**src/rtl/idx_seq_pkg.sv**
```systemverilog
package idx_seq_pkg;

    localparam int ADDR_W = 16;
    localparam int IDX_W  = 8;
    localparam int HI_W   = ADDR_W - IDX_W;

    typedef enum logic [1:0] {
        ACC_LOAD  = 2'd0,
        ACC_STORE = 2'd1,
        ACC_RMW   = 2'd2,
        ACC_RSVD  = 2'd3
    } acc_e;

    typedef enum logic [2:0] {
        CY_IDLE  = 3'd0,
        CY_EXTRA = 3'd1,
        CY_READ  = 3'd2,
        CY_DUMMY = 3'd3,
        CY_WRITE = 3'd4
    } cyc_e;

    typedef struct packed {
        logic [ADDR_W-1:0] base;
        logic [IDX_W-1:0]  idx;
        acc_e              acc;
        logic [ADDR_W-1:0] pc;
    } op_t;

    typedef struct packed {
        logic [ADDR_W-1:0] pfa;
        logic              carry;
    } addr_t;

    // reserved access code folds onto a load
    function automatic acc_e norm_acc(input logic [1:0] code);
        acc_e a;
        a = acc_e'(code);
        return (a == ACC_RSVD) ? ACC_LOAD : a;
    endfunction

    function automatic logic needs_extra(input acc_e a, input logic carry);
        return carry || (a != ACC_LOAD);
    endfunction

endpackage

```
**src/rtl/idx_op_latch.sv**
```systemverilog
module idx_op_latch
    import idx_seq_pkg::*;
(
    input  logic clk,
    input  logic rst,
    input  logic load,
    input  op_t  op_in,
    output op_t  op_q
);

    always_ff @(posedge clk) begin
        if (rst) begin
            op_q <= '0;
        end else if (load) begin
            op_q <= op_in;
        end
    end

endmodule

```
**src/rtl/idx_addr_gen.sv**
```systemverilog
module idx_addr_gen
    import idx_seq_pkg::*;
(
    input  op_t   op,
    output addr_t agen
);

    logic [IDX_W:0] lo_sum;

    always_comb begin
        lo_sum     = {1'b0, op.base[IDX_W-1:0]} + {1'b0, op.idx};
        agen.carry = lo_sum[IDX_W];
        agen.pfa   = {op.base[ADDR_W-1:IDX_W], lo_sum[IDX_W-1:0]};
    end

endmodule

```
**src/rtl/idx_cycle_fsm.sv**
```systemverilog
module idx_cycle_fsm
    import idx_seq_pkg::*;
(
    input  logic clk,
    input  logic rst,
    input  logic start,
    input  acc_e acc,
    input  logic carry,
    output cyc_e state,
    output logic accept,
    output logic done
);

    cyc_e nxt;

    assign accept = start && (state == CY_IDLE);

    always_comb begin
        nxt = state;
        unique case (state)
            CY_IDLE: begin
                if (accept) begin
                    nxt = needs_extra(acc, carry) ? CY_EXTRA : CY_READ;
                end
            end
            CY_EXTRA: nxt = (acc == ACC_STORE) ? CY_WRITE : CY_READ;
            CY_READ:  nxt = (acc == ACC_RMW) ? CY_DUMMY : CY_IDLE;
            CY_DUMMY: nxt = CY_WRITE;
            CY_WRITE: nxt = CY_IDLE;
            default:  nxt = CY_IDLE;
        endcase
    end

    always_ff @(posedge clk) begin
        if (rst) begin
            state <= CY_IDLE;
        end else begin
            state <= nxt;
        end
    end

    assign done = (state == CY_WRITE) ||
                  ((state == CY_READ) && (acc != ACC_RMW));

    AST_DUMMY_THEN_WRITE: assert property (@(posedge clk) disable iff (rst)
        (state == CY_DUMMY) |=> (state == CY_WRITE));

    AST_EXTRA_THEN_ACCESS: assert property (@(posedge clk) disable iff (rst)
        (state == CY_EXTRA) |=> ((state == CY_READ) || (state == CY_WRITE)));

endmodule

```
**src/rtl/idx_bus_mux.sv**
```systemverilog
module idx_bus_mux
    import idx_seq_pkg::*;
#(
    parameter bit PC_ON_CARRY = 1'b1
)(
    input  cyc_e              state,
    input  addr_t             agen,
    input  logic [ADDR_W-1:0] pc,
    output logic [ADDR_W-1:0] addr,
    output logic              rnw
);

    localparam logic [ADDR_W-1:0] HI_STEP = ADDR_W'(1) << IDX_W;

    logic [ADDR_W-1:0] ea;
    logic [ADDR_W-1:0] extra_addr;

    assign ea = agen.pfa + (agen.carry ? HI_STEP : '0);

    generate
        if (PC_ON_CARRY) begin : g_pc_policy
            assign extra_addr = agen.carry ? pc : ea;
        end else begin : g_pfa_policy
            assign extra_addr = agen.pfa;
        end
    endgenerate

    always_comb begin
        unique case (state)
            CY_IDLE:  addr = '0;
            CY_EXTRA: addr = extra_addr;
            default:  addr = ea;
        endcase
        rnw = (state != CY_WRITE);
    end

endmodule

```
**src/rtl/idx_bus_seq.sv**
```systemverilog
module idx_bus_seq
    import idx_seq_pkg::*;
#(
    parameter bit PC_ON_CARRY = 1'b1
)(
    input  logic        clk,
    input  logic        rst,
    input  logic        start,
    input  logic [15:0] base_addr,
    input  logic [7:0]  index_val,
    input  logic [1:0]  access,
    input  logic [15:0] prog_ctr,
    output logic [15:0] bus_addr,
    output logic        bus_rnw,
    output logic [2:0]  cyc_kind,
    output logic        seq_done,
    output logic        seq_busy
);

    op_t   op_live;
    op_t   op_q;
    op_t   op_cur;
    addr_t agen;
    cyc_e  state;
    logic  accept;

    always_comb begin
        op_live.base = base_addr;
        op_live.idx  = index_val;
        op_live.acc  = norm_acc(access);
        op_live.pc   = prog_ctr;
    end

    // idle: decide from live operands; busy: from captured ones
    assign op_cur = (state == CY_IDLE) ? op_live : op_q;

    idx_op_latch u_latch (
        .clk   (clk),
        .rst   (rst),
        .load  (accept),
        .op_in (op_live),
        .op_q  (op_q)
    );

    idx_addr_gen u_agen (
        .op   (op_cur),
        .agen (agen)
    );

    idx_cycle_fsm u_fsm (
        .clk    (clk),
        .rst    (rst),
        .start  (start),
        .acc    (op_cur.acc),
        .carry  (agen.carry),
        .state  (state),
        .accept (accept),
        .done   (seq_done)
    );

    idx_bus_mux #(.PC_ON_CARRY(PC_ON_CARRY)) u_mux (
        .state (state),
        .agen  (agen),
        .pc    (op_cur.pc),
        .addr  (bus_addr),
        .rnw   (bus_rnw)
    );

    assign cyc_kind = state;
    assign seq_busy = (state != CY_IDLE);

    AST_EXTRA_IS_READ: assert property (@(posedge clk) disable iff (rst)
        (state == CY_EXTRA) |-> bus_rnw);

    AST_OPS_HELD: assert property (@(posedge clk) disable iff (rst)
        ((state != CY_IDLE) && ($past(state) != CY_IDLE)) |-> $stable(op_q));

    AST_STORE_SAME_ADDR: assert property (@(posedge clk) disable iff (rst)
        ((state == CY_WRITE) && ($past(state) == CY_EXTRA) && !$past(agen.carry))
        |-> (bus_addr == $past(bus_addr)));

    AST_RMW_ADDR_HELD: assert property (@(posedge clk) disable iff (rst)
        (state == CY_DUMMY) |=> (bus_addr == $past(bus_addr)));

    generate
        if (!PC_ON_CARRY) begin : g_pfa_check
            AST_PFA_STEP: assert property (@(posedge clk) disable iff (rst)
                (state == CY_EXTRA) |=>
                (bus_addr == $past(bus_addr) + ($past(agen.carry) ? 16'h0100 : 16'h0000)));
        end
    endgenerate

endmodule

```
**config.mk**
```make
export PLATFORM = sky130hd
export DESIGN_NAME = idx_bus_seq
export DESIGN_NICKNAME = d
export VERILOG_FILES = /design/src/rtl/idx_seq_pkg.sv /design/src/rtl/idx_op_latch.sv /design/src/rtl/idx_addr_gen.sv /design/src/rtl/idx_cycle_fsm.sv /design/src/rtl/idx_bus_mux.sv /design/src/rtl/idx_bus_seq.sv
export SDC_FILE = /design/constraint.sdc
export NUM_CORES = 1
export LEC_CHECK = 0
export BUFFER_PORTS_ARGS = -buffer_cell sky130_fd_sc_hd__clkbuf_2
export CORE_MARGIN = 2
export CORE_UTILIZATION = 54
export DETAILED_ROUTE_END_ITERATION = 6
export HOLD_SLACK_MARGIN = 0.06
export PLACE_DENSITY = 0.81
export SLEW_MARGIN = 25
export SYNTH_ARGS = -nofsm -noshare
export SYNTH_HDL_FRONTEND = slang
export SYNTH_SLANG_ARGS = --single-unit
```
**constraint.sdc**
```tcl
create_clock -name clk -period 4.9 [get_ports clk]
set_input_delay 0.245 -clock clk [delete_from_list [all_inputs] [get_ports clk]]
set_output_delay 0.245 -clock clk [all_outputs]
set_load 0.03 [all_outputs]
```
Word level (Yosys, flattened, before mapping). Cells that the tools add are included.

Bits of input ports: 45. Bits in registers: 45. Output and inout port bits: 22. Logic and storage cells: 34.

Eq/ne operators: 10. Mux-type cells: 10. $add $sub $neg: 2. Reduce and logical (&&, ||, !) cells: 7.

Operators by type and width (number): $mux 42 (1); $pmux 16 s2 (1); $add 16x16->16 (1); $mux 16 (1); $pmux 3 s4 (1); $add 8x8->9 (1); $mux 9 (1); $eq 3x2->1 const B (2); $mux 2 (3); $mux 3 (2); $eq 2x2->1 const B (2); $ne 2x2->1 const B (2); $eq 3x1->1 const B (1); $eq 3x3->1 const B (1); $logic_not 3->1 (1); $ne 3x3->1 const B (1); $reduce_bool 3->1 (1); $eq 2x1->1 const B (1); $logic_and 1x1->1 (2); $logic_or 1x1->1 (2); $reduce_bool 2->1 (1).

Logic depth before layout (Yosys ltp).
Depth after elaboration: 8. Mapped depth: 20. Gate-level depth less buffers: 17.

Hierarchy. A second synthesis with hierarchy kept.

Cells, all modules: 314. Area, all modules: 3094.2 um^2.

Modules (own cells, without submodules): idx_op_latch (area an instance 1534.0 um^2, cells an instance 136, instances 1); idx_bus_seq (area an instance 550.5 um^2, cells an instance 50, instances 1); idx_bus_mux (area an instance 424.2 um^2, cells an instance 58, instances 1); idx_addr_gen (area an instance 384.1 um^2, cells an instance 50, instances 1); idx_cycle_fsm (area an instance 201.4 um^2, cells an instance 20, instances 1).

Worst setup path before layout. Ideal clock, no wire load.

Path kind: register to output. Start point: register u_fsm.state[2]. End point: output port bus_addr[14]. Path buffers: 3. Required time: 4655 ps. Slack: 348 ps. Arrival: 4307 ps. Stages on the path, launching flop included: 20. Cells stage by stage: dfxtp_1 -> buf_2 -> nor3_4 -> inv_1 -> clkbuf_1 -> nand2_1 -> nand2_1 -> ha_1 -> inv_1 -> fa_1 -> nor2b_4 -> o31ai_2 -> a32oi_1 -> buf_2 -> ha_1 -> ha_1 -> nand3_1 -> xnor2_1 -> nor2_1 -> o32ai_1.

Longest elaborated chain between the ends: 7. Elaborated cells between the ends (all ways): 8.

RTL lines: from (decl) (RTL line idx_cycle_fsm.sv:9) `output cyc_e state,`; from (signal assigned) (RTL line idx_cycle_fsm.sv:38) `state <= nxt;`; $logic_not 3->1 (RTL line idx_bus_mux.sv:29, idx_bus_seq.sv:35); $mux 42 (RTL line idx_bus_seq.sv:35) `assign op_cur = (state == CY_IDLE) ? op_live : op_q;`; $add 8x8->9 (RTL line idx_addr_gen.sv:11) `lo_sum = {1'b0, op.base[IDX_W-1:0]} + {1'b0, op.idx};`; $mux 9 (RTL line idx_bus_mux.sv:18) `assign ea = agen.pfa + (agen.carry ? HI_STEP : '0);`; $add 16x16->16 (RTL line idx_bus_mux.sv:18); $mux 16 (RTL line idx_bus_mux.sv:22) `assign extra_addr = agen.carry ? pc : ea;`; $pmux 16 s2 * (RTL line idx_bus_mux.sv:29) `unique case (state)`; to (decl) (RTL line idx_bus_seq.sv:13) `output logic [15:0] bus_addr,`.

Every way passes the cells marked *; elsewhere a longest branch is shown, timed or not.

Worst setup path after layout.
Start point: register u_fsm.state[0]. End point: output port bus_addr[14].

Same word-level chain as after synthesis.

==> results.json <==
{
  "status": "completed",
  "worstPathArrival_ns": 4.36,
  "drt_iter0_drc": 206,
  "rrSetupSlack_ns": 1.85,
  "grt-busiest-layer": "met2",
  "whs_path_depth": 3,
  "min_to": "u_latch.op_q[8]",
  "startpoint_type": "flip-flop",
  "min_period_ns": 4.61,
  "synth.most_common_cell": "nand2_1",
  "tritoncts": "built",
  "drive_above_1_share": 0.179,
  "via_count": 2858,
  "powerDensity_nw_per_um2": 620,
  "numCtsBuffers": 5,
  "fmax_mhz": 217,
  "yosysTopAreaCell": "dfxtp_1",
  "hold_class": "primary input to flip-flop",
  "dr.pass1.iters": 5,
  "crit_fanout": 35,
  "grt_pass1_wl_microns": 11700,
  "clk_latency_ns": 0.30,
  "cellLeakagePower_uw": 0.00149,
  "reg2reg_from": "u_fsm.state[0]",
  "met1_usage": 0.342,
  "syn_inst": 399,
  "hold_start": "prog_ctr[8]",
  "cts.clk_slew.worst_paths_ns": 0.08,
  "hold_viol_final": 0,
  "start_util": 0.554,
  "cp-startpoint": "u_fsm.state[0]",
  "rsz0062_at_grt": "no",
  "synthArstFlopShare": 0,
  "fill_cells": 469,
  "hold_buffers": 0,
  "cts_max_level": 2,
  "wl_per_cell_microns": 13.4,
  "worst_pin_slew_ns": 0.912,
  "ys_ff_latch": 45,
  "cts-root-buf": "clkbuf_8",
  "synth_top_area_share": 0.322,
  "slew_headroom": 0.392,
  "overflow": 0,
  "ir_worst_vdd_v": 0.000270,
  "rows": 26,
  "r2r_end": "u_fsm.state[1]",
  "grt_pass1_vias": 2551,
  "worst_ep_required_time_ns": 4.66,
  "setup_viol": 0,
  "fin_crit_sh": 0.940,
  "numPortBuffers": 66,
  "cts.sinks": 45,
  "cts_post_setup_buffers_inserted": 0,
  "ant_nets": 0,
  "slew_violations": 0,
  "die_w_microns": 75.9,
  "synth_warnings": 0,
  "grt_max_degree": 45,
  "r2r_cells": 13,
  "synth_ff_type": "dfxtp_1",
  "antennaDiodeCount": 0,
  "synthDistinctLibCells": 43,
  "synthTopCellsByCount": "nand2_1, a21oi_1, dfxtp_1",
  "netlist_area_sq_um": 2800,
  "die_h_microns": 75.9,
  "crit_path_end_kind": "primary output",
  "dieArea_sq_um": 5770,
  "grt.met2_usage": 0.376,
  "final.setup_skew_ns": 0.00603,
  "synth_fp_nets": 456,
  "setup-tns-final_ns": 0,
  "design_area_sq_um": 3220,
  "viasPerCell": 5.48,
  "hpwl_microns": 4980,
  "cts.path.max_buffers": 2,
  "postPlaceCellArea_sq_um": 3140,
  "yosys-top-cells-area": "dfxtp_1, nand2_1, a21oi_1",
  "cts_resized": 0,
  "grtUsageMet3": 0.0345,
  "io_pins": 67,
  "totalWireLength_microns": 7000,
  "grt_util_all_layers": 0.241,
  "layout.nets": 509,
  "synth_edf_count": 0,
  "yosysSeqAreaShare": 0.322,
  "gp_congestion": 0.871,
  "core_sq_um": 5040,
  "crit_type": "flip-flop to primary output",
  "route.detailed.drc": 0,
  "antenna_found_initial": 0,
  "avgSynthCellArea_sq_um": 7.01,
  "maxCapViolCount": 0,
  "syn_to_final_growth_pct": 15.4
}
==> cell type report <==
class | instances | area [sq um] | area share
Timing Repair Buffer | 71 | 368 | 0.114
Multi-Input combinational cell | 317 | 1740 | 0.539
Clock buffer | 7 | 86.3 | 0.0268
Sequential cell | 45 | 901 | 0.279
Inverter | 12 | 45.0 | 0.0140
Tap cell | 70 | 87.6 | 0.0272
==> power breakdown <==
group	leakage [uW]	internal [uW]	switching, uW
registers	0.000369	428	56.2
clock network	0.0000443	112	123
logic	0.00108	450	829
total	0.00149	990	1010
==> cells by family after synthesis <==
kind of cell / after synthesis / synth area share
mux: 12 / 0.0430
buf+inv: 37 / 0.0564
xor+xnor: 16 / 0.0501
fa+ha+maj: 12 / 0.0564
flops: 45 / 0.322
compound gates: 81 / 0.173
simple gates: 196 / 0.299
==> layer usage <==
layer / share of wire / vias up
met1: 0.46 / 1282
li1: - / 1439
met2: 0.45 / 120
met3: 0.066 / 17
met5: 0 / -
met4: 0.021 / 0
==> placed cells by master (no fill, tap or decap), drive strengths merged, types with 2 or more instances in the layout <==
master  instances
nor2           16
nand3b          3
inv            12
o21a            4
nand2         144
and3            4
o22ai          10
nor3b           2
clkbuf         73
o21ai           4
ha             11
xor2            5
nor3            3
o32ai           3
buf             5
nand3          10
nor2b           2
xnor2          11
nand4           4
o211ai          2
dfxtp          45
and2            2
a21oi          49
mux2i          12
nand2b          2
==> worst max path at each step <==
| stage | endpoint | slack [ns] | depth (start not counted) |
|---|---|---|---|
| global route | bus_addr[14] | 0.02 | 18 |
| floorplan | bus_addr[14] | 0.35 | 19 |
| CTS | bus_addr[14] | 0.32 | 18 |
| finish | bus_addr[14] | 0.29 | 18 |
| detailed placement | bus_addr[14] | 0.68 | 18 |
| global placement | bus_addr[14] | 0.80 | 18 |
==> state kept, by name (all words and copies together), names as in the netlist <==
register and cells:
u_fsm.state 3, u_latch.op_q 42
==> worst max-delay path, cell delays in order, from the launching register on <==
cell and delay (ns):
dfxtp_1 0.47, nor3_4 0.25, buf_4 0.41, nand2_1 0.12, nand2_1 0.08, ha_1 0.18, inv_1 0.06, fa_1 0.44
nor2b_4 0.15, o31ai_2 0.08, a32oi_1 0.22, buf_4 0.22, ha_1 0.23, ha_1 0.28, nand3_1 0.12, xnor2_1 0.15
nor2_1 0.06, o32ai_1 0.29, clkbuf_2 0.25
==> per-stage QoR <==
| stage | std cells | hold slack, ns | setup WS [ns] | total power [uW] | util |
|---|---|---|---|---|---|
| finish | 522 | 0.161 | 0.293 | 2000 | 0.639 |
| global route | 522 | 0.169 | 0.0214 | 2140 | 0.639 |
| detailed placement | 515 | 0.448 | 0.682 | 1750 | 0.622 |
| global placement | 515 | 0.441 | 0.802 | 1730 | 0.622 |
| CTS | 522 | 0.160 | 0.319 | 1990 | 0.639 |
| floorplan | 399 | 0.381 | 0.348 | 1460 | - |
Power figures use the tool's default switching activity.
